<file path="config.mk">
export PLATFORM = sky130hd
export DESIGN_NAME = scatter_dimmer
export DESIGN_NICKNAME = d
export VERILOG_FILES = /design/src/rtl/sdim_pkg.sv /design/src/rtl/sdim_lfsr.sv /design/src/rtl/sdim_cfg.sv /design/src/rtl/sdim_cmp.sv /design/src/rtl/scatter_dimmer.sv
export SDC_FILE = /design/constraint.sdc
export NUM_CORES = 1
export LEC_CHECK = 0
export BUFFER_PORTS_ARGS = -buffer_cell sky130_fd_sc_hd__buf_2
export CORE_ASPECT_RATIO = 0.75
export CORE_MARGIN = 4
export CORE_UTILIZATION = 55
export CTS_CLUSTER_SIZE = 8
export DETAILED_ROUTE_END_ITERATION = 6
export PLACE_DENSITY_LB_ADDON = 0.08
export RECOVER_POWER = 100
export SYNTH_ARGS = -nofsm -noshare
export SYNTH_HDL_FRONTEND = slang
export SYNTH_SLANG_ARGS = --single-unit
export TNS_END_PERCENT = 100
</file>
<file path="constraint.sdc">
create_clock -name clk -period 3.9 [get_ports clk]
set_input_delay 0.39 -clock clk [delete_from_list [all_inputs] [get_ports clk]]
set_output_delay 0.39 -clock clk [all_outputs]
set_load 0.05 [all_outputs]
</file>
<file path="src/rtl/sdim_pkg.sv">
package sdim_pkg;

    localparam int MAX_W = 16;
    localparam int SEL_W = $clog2(MAX_W);

    typedef logic [MAX_W-1:0] word_t;
    typedef logic [SEL_W-1:0] wsel_t;

    // Settings in force for the current sequence
    typedef struct packed {
        wsel_t wsel;
        word_t density;
    } cfg_t;

    localparam word_t SEED = word_t'(1);

    // Feedback taps of a maximal-length sequence per width (bit t-1 set for tap t)
    function automatic word_t tap_mask(input wsel_t wsel);
        word_t m;
        case (wsel)
            4'd0:    m = 16'h0001;
            4'd1:    m = 16'h0003;
            4'd2:    m = 16'h0006;
            4'd3:    m = 16'h000C;
            4'd4:    m = 16'h0014;
            4'd5:    m = 16'h0030;
            4'd6:    m = 16'h0060;
            4'd7:    m = 16'h00B8;
            4'd8:    m = 16'h0110;
            4'd9:    m = 16'h0240;
            4'd10:   m = 16'h0500;
            4'd11:   m = 16'h0829;
            4'd12:   m = 16'h100D;
            4'd13:   m = 16'h2015;
            4'd14:   m = 16'h6000;
            default: m = 16'hD008;
        endcase
        return m;
    endfunction

    // Ones in the low (wsel+1) bits
    function automatic word_t width_mask(input wsel_t wsel);
        logic [MAX_W:0] t;
        t = (( (MAX_W+1)'(1) ) << (int'(wsel) + 1)) - (MAX_W+1)'(1);
        return t[MAX_W-1:0];
    endfunction

endpackage

</file>
<file path="src/rtl/sdim_lfsr.sv">
module sdim_lfsr
    import sdim_pkg::*;
(
    input  logic  clk,
    input  logic  rst,
    input  logic  run,
    input  word_t taps,
    input  word_t wmask,
    output word_t state,
    output logic  at_last
);

    word_t state_q;
    word_t next_s;
    logic  fb;

    always_comb begin
        fb     = ^(state_q & taps);
        next_s = ({state_q[MAX_W-2:0], fb}) & wmask;
    end

    // The current value is the last of its sequence when the next one is the start
    assign at_last = run && (next_s == SEED);

    always_ff @(posedge clk) begin
        if (rst || !run) begin
            state_q <= SEED;
        end else begin
            state_q <= next_s;
        end
    end

    assign state = state_q;

endmodule

</file>
<file path="src/rtl/sdim_cfg.sv">
module sdim_cfg
    import sdim_pkg::*;
(
    input  logic  clk,
    input  logic  rst,
    input  logic  run,
    input  logic  reload,
    input  logic  wr_en,
    input  word_t wr_data,
    input  wsel_t wsel_in,
    output word_t dens_eff,
    output word_t wmask,
    output word_t taps
);

    word_t pend_q;
    cfg_t  act_q;

    always_ff @(posedge clk) begin
        if (rst) begin
            pend_q <= '0;
        end else if (wr_en) begin
            pend_q <= wr_data;
        end
    end

    // Settings change only where a new sequence starts, or while parked
    always_ff @(posedge clk) begin
        if (rst) begin
            act_q <= '{wsel: '0, density: '0};
        end else if (!run || reload) begin
            act_q <= '{wsel: wsel_in, density: pend_q};
        end
    end

    always_comb begin
        wmask    = width_mask(act_q.wsel);
        taps     = tap_mask(act_q.wsel);
        dens_eff = act_q.density & wmask;
    end

endmodule

</file>
<file path="src/rtl/sdim_cmp.sv">
module sdim_cmp
    import sdim_pkg::*;
(
    input  logic  clk,
    input  logic  rst,
    input  logic  run,
    input  word_t value,
    input  word_t level,
    output logic  hit
);

    logic hit_q;

    always_ff @(posedge clk) begin
        if (rst) begin
            hit_q <= 1'b0;
        end else begin
            hit_q <= run && (value <= level);
        end
    end

    assign hit = hit_q;

endmodule

</file>
<file path="src/rtl/scatter_dimmer.sv">
module scatter_dimmer
    import sdim_pkg::*;
(
    input  logic                  clk,
    input  logic                  rst,
    input  logic                  enable,
    input  logic [SEL_W-1:0]      width_sel,
    input  logic                  dens_we,
    input  logic [MAX_W-1:0]      dens_wdata,
    output logic                  mod_out
);

    word_t lfsr_q;
    word_t dens_eff;
    word_t wmask_act;
    word_t taps_act;
    logic  seq_last;

    sdim_cfg u_cfg (
        .clk      (clk),
        .rst      (rst),
        .run      (enable),
        .reload   (seq_last),
        .wr_en    (dens_we),
        .wr_data  (dens_wdata),
        .wsel_in  (width_sel),
        .dens_eff (dens_eff),
        .wmask    (wmask_act),
        .taps     (taps_act)
    );

    sdim_lfsr u_lfsr (
        .clk     (clk),
        .rst     (rst),
        .run     (enable),
        .taps    (taps_act),
        .wmask   (wmask_act),
        .state   (lfsr_q),
        .at_last (seq_last)
    );

    sdim_cmp u_cmp (
        .clk   (clk),
        .rst   (rst),
        .run   (enable),
        .value (lfsr_q),
        .level (dens_eff),
        .hit   (mod_out)
    );

endmodule

</file>
==> results of run 1 <==
==> cells in the final DEF (no fill, tap or decap), types with 3 or more instances in the layout <==
cell | netlist | layout
nand4_1 | 8 | 8
clkbuf_8 | 0 | 9
xor2_1 | 4 | 4
mux2i_1 | 40 | 40
a21o_1 | 5 | 5
clkinv_2 | 0 | 4
and3_1 | 11 | 11
dfxtp_1 | 69 | 69
xnor2_2 | 3 | 3
o21a_1 | 6 | 6
o21ai_0 | 12 | 12
buf_4 | 0 | 6
a21oi_1 | 8 | 8
mux2_2 | 3 | 3
ha_1 | 20 | 20
xnor2_1 | 10 | 10
and2_1 | 3 | 3
inv_1 | 10 | 10
nor3_1 | 8 | 8
nor2b_1 | 8 | 7
buf_2 | 5 | 22
nor2_1 | 56 | 56
nand2b_1 | 4 | 4
nand3_1 | 4 | 4
nand2_1 | 46 | 46
==> worst max-delay path by stage <==
stage / endpoint / depth (start not counted) / slack [ns] / from
after CTS: u_cfg.taps[0]$_DFF_P_ / 15 / 0.18 / u_cfg.act_q[19]$_SDFFE_PP0N_
final: u_cfg.taps[0]$_DFF_P_ / 14 / 0.19 / u_cfg.act_q[19]$_SDFFE_PP0N_
after floorplan: u_cfg.taps[3]$_DFF_P_ / 16 / 0.60 / u_cfg.act_q[19]$_SDFFE_PP0N_
after global routing: u_cfg.taps[0]$_DFF_P_ / 15 / 0.02 / u_cfg.act_q[19]$_SDFFE_PP0N_
after global placement: u_cfg.taps[0]$_DFF_P_ / 15 / 0.30 / u_cfg.act_q[19]$_SDFFE_PP0N_
after detailed placement: u_cfg.taps[0]$_DFF_P_ / 15 / 0.19 / u_cfg.act_q[19]$_SDFFE_PP0N_
==> power groups by stage <==
stage / Sequential [uW] / Combinational, uW / Clock (uW)
3_3_place_gp: 784 / 326 / 0
5_1_grt: 774 / 372 / 605
2_1_floorplan: 780 / 250 / 0
4_1_cts: 769 / 334 / 566
3_5_place_dp: 785 / 332 / 0
6_report: 770 / 341 / 555
==> repair_timing <==
| action | in CTS | in global routing |
|---|---|---|
| gates resized for setup | 0 | 2 |
| hold buffers | 0 | 0 |
| setup endpoints to repair | 0 | 8 |
| buffers inserted | 0 | 0 |
==> stage by stage <==
stage / power, uW / util / hold slack (ns)
2_1_floorplan: 1030 / - / 0.456
3_3_place_gp: 1110 / 0.609 / 0.471
3_5_place_dp: 1120 / 0.609 / 0.483
4_1_cts: 1670 / 0.641 / 0.263
5_1_grt: 1750 / 0.642 / 0.278
6_report: 1670 / 0.642 / 0.272
==> registers in the layout, summed over array words and instances (netlist names) <==
| register | flops |
|---|---|
| u_cfg.act_q | 20 |
| u_cfg.pend_q | 16 |
| u_cfg.taps | 16 |
| u_cmp.hit | 1 |
| u_lfsr.state | 16 |
==> layer usage <==
layer	vias up	share of wire	global-route usage
li1	1369	-	-
met1	1262	0.46	0.326
met2	146	0.43	0.319
met3	18	0.096	0.0640
met4	0	0.013	0.0641
met5	-	0	0
==> cell type report <==
| type | count | area [sq um] | share of cell area |
|---|---|---|---|
| Clock buffer | 9 | 124 | 0.0324 |
| Clock inverter | 7 | 66.3 | 0.0174 |
| Inverter | 11 | 41.3 | 0.0108 |
| Multi-Input combinational cell | 288 | 1950 | 0.510 |
| Sequential cell | 69 | 1380 | 0.362 |
| Tap cell | 78 | 97.6 | 0.0256 |
| Timing Repair Buffer | 30 | 163 | 0.0426 |
==> critical path, cell delays in order, from the launching register on <==
cell and delay (ns):
dfxtp_1 0.32, nor4_2 0.34, inv_1 0.08, ha_1 0.28, inv_1 0.18, nor2_1 0.08, o21ai_0 0.27, nand4_1 0.20
o41a_2 0.54, mux2i_1 0.18, nor2_1 0.29, ha_1 0.27, inv_1 0.06, or2_2 0.31, o21ai_0 0.18
==> cell families after synthesis <==
logic type / Yosys count
and+or+nand+nor: 158
DFF: 69
AOI/OAI and AO/OA: 47
muxes: 45
buffers and inverters: 30
adders and majority gates: 20
xor gates and xnor gates: 17
other: 1
==> out/summary.txt, run 1 <==
status - complete, but fails checks
failing checks - capacitance limit, slew limit
vias per cell - 5.68
H-tree Lvls - 3
CP Max Fanout - 8
cell area after synthesis - 0.00344 sq mm
xor and xnor area share after synthesis - 0.0498
Final Routed Wirelength - 8120 microns
hpwl dp - 6170 microns
Worst Max-Slew Pin Slew - 2.12 ns
Distinct cells, synth - 51
start point of the worst hold path - dens_wdata[8]
Avg Cell Area, Syn - 8.90 sq um
flop2flop setup slack - 0.19 ns
final period demand of the worst path - 3.71 ns
1st-pass router iterations - 5
Layout area overhead - 10.9%
die area - 0.00761 sq mm
drc violations - 0
grt ovf - 0
Core Region - 0.00595 sq mm
antenna cells - 0
Horiz. Die Dim - 99.4 microns
f_max - 270 MHz
Fillers - 539
Post-DP Area - 0.00362 sq mm
Hold Fails Final Rpt - 0
most frequent cell after synthesis - dfxtp_1
Post-synth ARST share - 0
reg2reg path depth - 14
Startpoint Class - flop
kind of critical path - flop to flop
clk root buf - clkbuf_8
relative slew slack - -0.416
Placer Congestion - 0.976
die height - 76.5 microns
syn nets - 431
Flop pwr share - 0.462
switch share - 0.294
CTS max path bufs - 2
design internal power - 1180 uW
Comb power frac - 0.205
# port buffers - 24
number of synthesized flops with an enable pin - 0
Reg-to-Reg Start - u_cfg.act_q[19]$_SDFFE_PP0N_
Total Routing Usage GR - 0.224
clock sink count - 69
Worst Hold Class - primary input to flop
Synth Area in Adders - 0.0726
Finished Layout Cells - 492
fin area - 0.00382 sq mm
period utilization - 0.950
Initial Utilization - 0.579
CTS buffer count - 9
max-slew violations - 52
Post-Synthesis Cells - 387
RSZ-0062 raised after global routing - no
Post-Synth Simple-Gate Area - 0.212
Layout Nets - 453
Ys Warns - 0
cell area power density - 436 mW/mm^2
Top FF cell, synth - dfxtp_1
I/O pin cnt - 25
Layout Skew - 0.00690 ns
Leak - 0.00168 uW
critical path arrival - 3.91 ns
top cells by count, synth - dfxtp_1, nor2_1, nand2_1, mux2i_1, ha_1
routed len/inst - 16.5 microns
max_cap viols - 1
Required @ worst endpoint - 4.11 ns
Hold Path Sink - u_cfg.pend_q[8]$_SDFFE_PP0P_
mux share of post-synthesis cell area - 0.137
top cells by area, synth - dfxtp_1, mux2i_1, ha_1, nor2_1, nand2_1
first-pass GRT wire length - 13200 microns
vias in the first global route - 2566
Max rail drop VDD - 231 uV
Clk pwr share - 0.333
setup violators final - 0
critical path capture point type - flop
pre-CTS WS - 0.186 ns
CTS clk-pin slew, worst paths - 0.07 ns
register area share after synthesis - 0.401
Inst Count DP - 476
area share of the leading cell type in the synthesized netlist - 0.401
PnR worst setup slack - 0.195 ns
worst reg2reg path endpoint - u_cfg.taps[0]$_DFF_P_
First DRT Iteration DRCs - 206
Via Count - 2795
largest net degree at the start of global routing - 52
hold path cells - 3
antenna violations before repair - 0
std cell rows - 24
main combinational cell family by area after synthesis - simple AND/OR/NAND/NOR gates
Setup TNS - 0 ns
Synth Area in Compound Gates - 0.0897
CTS tree - yes
Skew-Pair Late Insertion Delay - 0.35 ns
most area-hungry cell type in the Yosys netlist - dfxtp_1
number of routed nets with antenna violations - 0
register bit total from synthesis - 69
layout cells sized above 1 - 0.138
Psw - 491 uW
Power figures use the tool's default switching activity.
==> run 2, diff against run 1 <==
BUFFER_PORTS_ARGS = default   (was -buffer_cell sky130_fd_sc_hd__buf_2)
DONT_BUFFER_PORTS = 1   (was default)
==> out/summary.txt, run 2 (synthesized netlist as in run 1, its figures left out) <==
antenna cells - 0
Startpoint Class - flop
Horiz. Die Dim - 99.4 microns
Inst Count DP - 453
Worst Hold Class - primary input to flop
std cell rows - 24
total power - 1680 uW
kind of critical path - flop to flop
Final Routed Wirelength - 7970 microns
Required @ worst endpoint - 4.12 ns
Initial Utilization - 0.579
relative slew slack - 0.409
CTS resizes - 0
number of routed nets with antenna violations - 0
commonest non-fill, non-tap cell in the layout - dfxtp_1
worst path cell trace - nor4_2, inv_1, ha_1, inv_1, nor2_1, o21ai_0, nand4_1, o41a_2, mux2i_1, nor2_1, inv_1, ha_1, a211oi_1, a21oi_1
die area - 0.00761 sq mm
CTS Hold Buffers Added - 0
Hold Fails Final Rpt - 0
First DRT Iteration DRCs - 239
post-layout util - 0.625
final period demand of the worst path - 3.55 ns
Core Region - 0.00595 sq mm
CTS clk-pin slew, worst paths - 0.08 ns
max FFs per register - 20
vias per cell - 5.69
Fillers - 510
grt ovf - 0
CP Max Fanout - 8
antenna violations before repair - 0
Hold Slack - 0.0941 ns
CP max stage cell - o41a_2
Layout Skew - 0.0118 ns
max_cap viols - 0
clock sink count - 69
max incr delay on CP - 0.52 ns
Via Count - 2667
Leak - 0.00159 uW
Max rail drop VDD - 239 uV
# Post-CTS Setup Buffers - 0
1st-pass router iterations - 5
first-pass GRT wire length - 13000 microns
# port buffers - 0
multi-input logic area - 0.00194 sq mm
Placer Congestion - 0.968
critical path capture point type - flop
vias in the first global route - 2511
Layout Nets - 430
Total Routing Usage GR - 0.220
Finished Layout Cells - 469
most frequent cells in the layout - dfxtp_1, nor2_1, nand2_1
Setup TNS - 0 ns
Top reg by flops - u_cfg.act_q
critical path arrival - 3.77 ns
largest net degree at the start of global routing - 52
RSZ-0062 raised after global routing - no
period utilization - 0.911
Layout area overhead - 7.88%
routed len/inst - 17.0 microns
max-slew violations - 0
setup violators final - 0
Reg area - 0.00138 sq mm
clk root buf - clkbuf_8
drc violations - 0
I/O pin cnt - 25
CTS buffer count - 9
layout cells sized above 1 - 0.0793
H-tree Lvls - 3
Skew-Pair Late Insertion Delay - 0.36 ns
CTS max path bufs - 2
status - completed
cell area power density - 453 mW/mm^2
CTS tree - yes
f_max - 281 MHz
die height - 76.5 microns
hpwl dp - 5910 microns
Worst Max-Slew Pin Slew - 0.886 ns
Crit path top cell by count - inv_1
## run 2: worst max-delay path: cells and delay by family, from the launching register on
kind                       cells  cell delay (ns)
AOI/OAI and AO/OA              4             1.12
DFF                            1             0.33
and+or+nand+nor                4             0.89
buffers and inverters          3             0.36
muxes                          1             0.18
adders and majority gates      2             0.54
## run 2: path summary, 6_finish.rpt
check | startpoint | to | slack, ns | cells past startpoint
hold / removal | rst | u_cfg.pend_q[5]$_SDFFE_PP0P_ | 0.09 | 1
hold reg to reg | u_cfg.pend_q[12]$_SDFFE_PP0P_ | u_cfg.act_q[12]$_SDFFE_PP0N_ | 0.50 | 2
setup reg to reg | u_cfg.act_q[19]$_SDFFE_PP0N_ | u_cfg.taps[2]$_DFF_P_ | 0.35 | 14
setup / recovery | u_cfg.act_q[19]$_SDFFE_PP0N_ | u_cfg.taps[2]$_DFF_P_ | 0.35 | 14
## run 2: metrics by stage
stage,setup slack (ns),instance area (sq um)
after floorplan,0.600,3440
after global placement,0.383,3510
after detailed placement,0.183,3510
after CTS,0.144,3720
after global routing,0.0181,3720
final,0.348,3720
## run 2: cell type report
cell class              count  area share
clock buffers              10      0.0370
clock inverters             6      0.0192
inverters                  11      0.0111
multi-input cells         288       0.523
flip-flops and latches     69       0.372
well taps                  78      0.0263
repair buffers              7      0.0121
## run 2: metal layers
layer,GRT usage,up-vias,share of wire
met5,0,-,0
met4,0.0791,0,0.016
li1,-,1332,-
met2,0.299,110,0.41
met1,0.332,1212,0.50
met3,0.0549,13,0.076
## run 2: power breakdown
part	total (uW)	switching, uW	leakage (uW)	internal (uW)
clock	604	287	0.0000991	317
combinational	302	174	0.000931	128
sequential	777	31.0	0.000563	746
==> run 3, diff against run 2 <==
ABC_AREA = 1   (was default)
SKIP_CTS_REPAIR_TIMING = 1   (was default)
clock period = 3.4 ns   (was 3.9 ns; I/O delays follow)
==> out/summary.txt, run 3 <==
most area-hungry cell type in the Yosys netlist - dfxtp_1
first-pass GRT wire length - 14600 microns
area share of the leading cell type in the synthesized netlist - 0.391
max_cap viols - 0
# port buffers - 0
Final Routed Wirelength - 8570 microns
Placer Congestion - 0.981
number of synthesized flops with an enable pin - 0
I/O pin cnt - 25
commonest non-fill, non-tap cell in the layout - nand2_1
Skew-Pair Late Insertion Delay - 0.35 ns
max incr delay on CP - 0.61 ns
antenna violations before repair - 0
CTS clk-pin slew, worst paths - 0.07 ns
clk root buf - clkbuf_8
RSZ-0062 raised after global routing - no
Required @ worst endpoint - 3.64 ns
status - completed
cell area power density - 544 mW/mm^2
reg2reg path depth - 17
largest net degree at the start of global routing - 34
most frequent cell after synthesis - nand2_1
drc violations - 0
Core Region - 0.00629 sq mm
Hold Path Sink - u_lfsr.state[0]$_SDFF_PP1_
register bit total from synthesis - 69
Avg Cell Area, Syn - 6.75 sq um
die area - 0.00779 sq mm
worst reg2reg path endpoint - u_cfg.taps[1]$_SDFF_PP0_
flop2flop setup slack - 0.36 ns
Worst Max-Slew Pin Slew - 1.12 ns
Reg-to-Reg Start - u_cfg.act_q[17]$_SDFFE_PP0N_
largest delay contributor family on the critical path - simple AND/OR/NAND/NOR gates
First DRT Iteration DRCs - 204
Horiz. Die Dim - 101 microns
cell area after synthesis - 0.00354 sq mm
CP bufs+invs - 2
Setup TNS - 0 ns
critical path capture point type - flop
final period demand of the worst path - 3.04 ns
CP max stage cell - o21ai_0
grt ovf - 0
antenna cells - 0
period utilization - 0.893
Leak - 0.00185 uW
setup violators final - 0
std cell rows - 25
max FFs per register - 20
Via Count - 3216
f_max - 329 MHz
H-tree Lvls - 3
Post-synth ARST share - 0
relative slew slack - 0.251
CTS max path bufs - 2
start point of the worst hold path - enable
1st-pass router iterations - 5
critical path arrival - 3.28 ns
routed len/inst - 14.1 microns
Top FF cell, synth - dfxtp_1
layout cells sized above 1 - 0.0548
max-slew violations - 0
Hold Fails Final Rpt - 0
hold path cells - 1
Initial Utilization - 0.563
vias per cell - 5.27
worst path cell trace - nand2_1, o21ai_0, nor2_4, nor2_1, nand2_1, nand2_1, nand3_1, nand2_1, inv_1, nand3_2, nand2_1, nand2_1, inv_1, nor2_2, ha_1, nor2_1, nor2_1
most frequent cells in the layout - nand2_1, nor2_1, dfxtp_1
Post-DP Area - 0.00361 sq mm
kind of critical path - flop to flop
Ys Warns - 0
Worst Hold Class - primary input to flop
register area share after synthesis - 0.391
Startpoint Class - flop
syn nets - 568
Total Routing Usage GR - 0.240
fin area - 0.00377 sq mm
Layout area overhead - 6.69%
clock sink count - 69
vias in the first global route - 3073
Max rail drop VDD - 325 uV
Top reg by flops - u_cfg.act_q
top cells by count, synth - nand2_1, nor2_1, dfxtp_1, inv_1, nand3_1
die height - 77.5 microns
CP Max Fanout - 6
Post-Synthesis Cells - 524
Layout Skew - 0.0135 ns
Distinct cells, synth - 30
hpwl dp - 6830 microns
number of routed nets with antenna violations - 0
Crit path top cell by count - nand2_1
CTS buffer count - 9
top cells by area, synth - dfxtp_1, nand2_1, nor2_1, ha_1, nand3_1
CTS tree - yes
Layout Nets - 570
run 3: changes by cell type after synthesis, sizes merged, moves of 8 or more:
cell   before  now
and3       11    0
nor2b       8    0
xnor2      13    3
nand3       4   42
o21ai      12   42
nand2      47  138
inv        10   51
nor2       56  117
mux2i      42    0
run 3: worst max path at each step:
stage                     slack, ns                       end                          from  cells past startpoint
after floorplan                1.01     u_cfg.taps[5]$_DFF_P_  u_cfg.act_q[17]$_SDFFE_PP0N_                     16
after global placement         0.62     u_cfg.taps[4]$_DFF_P_  u_cfg.act_q[19]$_SDFFE_PP0N_                     14
after detailed placement       0.58     u_cfg.taps[3]$_DFF_P_  u_cfg.act_q[19]$_SDFFE_PP0N_                     15
after CTS                      0.55     u_cfg.taps[3]$_DFF_P_  u_cfg.act_q[19]$_SDFFE_PP0N_                     15
after global routing           0.12     u_cfg.taps[3]$_DFF_P_  u_cfg.act_q[17]$_SDFFE_PP0N_                     15
final                          0.36  u_cfg.taps[1]$_SDFF_PP0_  u_cfg.act_q[17]$_SDFFE_PP0N_                     17
run 3: routing by layer:
layer	wire [microns]	global-route usage	vias up
met1	4350	0.355	1438
met3	668	0.0647	16
met4	128	0.0659	0
met5	0	0	-
li1	-	-	1661
met2	3420	0.338	101
run 3: power by group:
group | internal [uW] | switching [uW] | total [uW]
clock | 391 | 278 | 669
sequential | 884 | 59.0 | 943
combinational | 137 | 303 | 441
run 3: through the flow:
step	utilization	power, uW	std cells	setup slack, ns	hold slack [ns]
2_1_floorplan	-	1290	524	1.01	0.449
3_3_place_gp	0.574	1400	596	0.616	0.444
3_5_place_dp	0.574	1410	596	0.580	0.443
4_1_cts	0.605	2070	610	0.554	0.0841
5_1_grt	0.600	2170	610	0.119	0.0906
6_report	0.600	2050	610	0.363	0.0927
run 3: cells by family after synthesis:
kind of cell               share of synthesized area
xor gates and xnor gates                      0.0124
DFF                                            0.391
adders and majority gates                     0.0707
and+or+nand+nor                                0.371
other                                        0.00106
buffers and inverters                         0.0718
AOI/OAI and AO/OA                             0.0824
run 3: layout make-up:
type,count,area [sq um]
multi-input cells,391,1880
inverters,51,191
repair buffers,4,22.5
clock inverters,1,30.0
fillers,613,2510
well taps,81,101
clock buffers,13,169
flip-flops and latches,69,1380
run 3: worst reg2reg max path, stage by stage (launching register included):
cell and delay, ns:
dfxtp_1 0.40, nand2_1 0.13, o21ai_0 0.61, nor2_4 0.04, nor2_1 0.21, nand2_1 0.09, nand2_1 0.09, nand3_1 0.11
nand2_1 0.09, inv_1 0.05, nand3_2 0.13, nand2_1 0.10, nand2_1 0.09, inv_1 0.06, nor2_2 0.21, ha_1 0.21
nor2_1 0.08, nor2_1 0.23
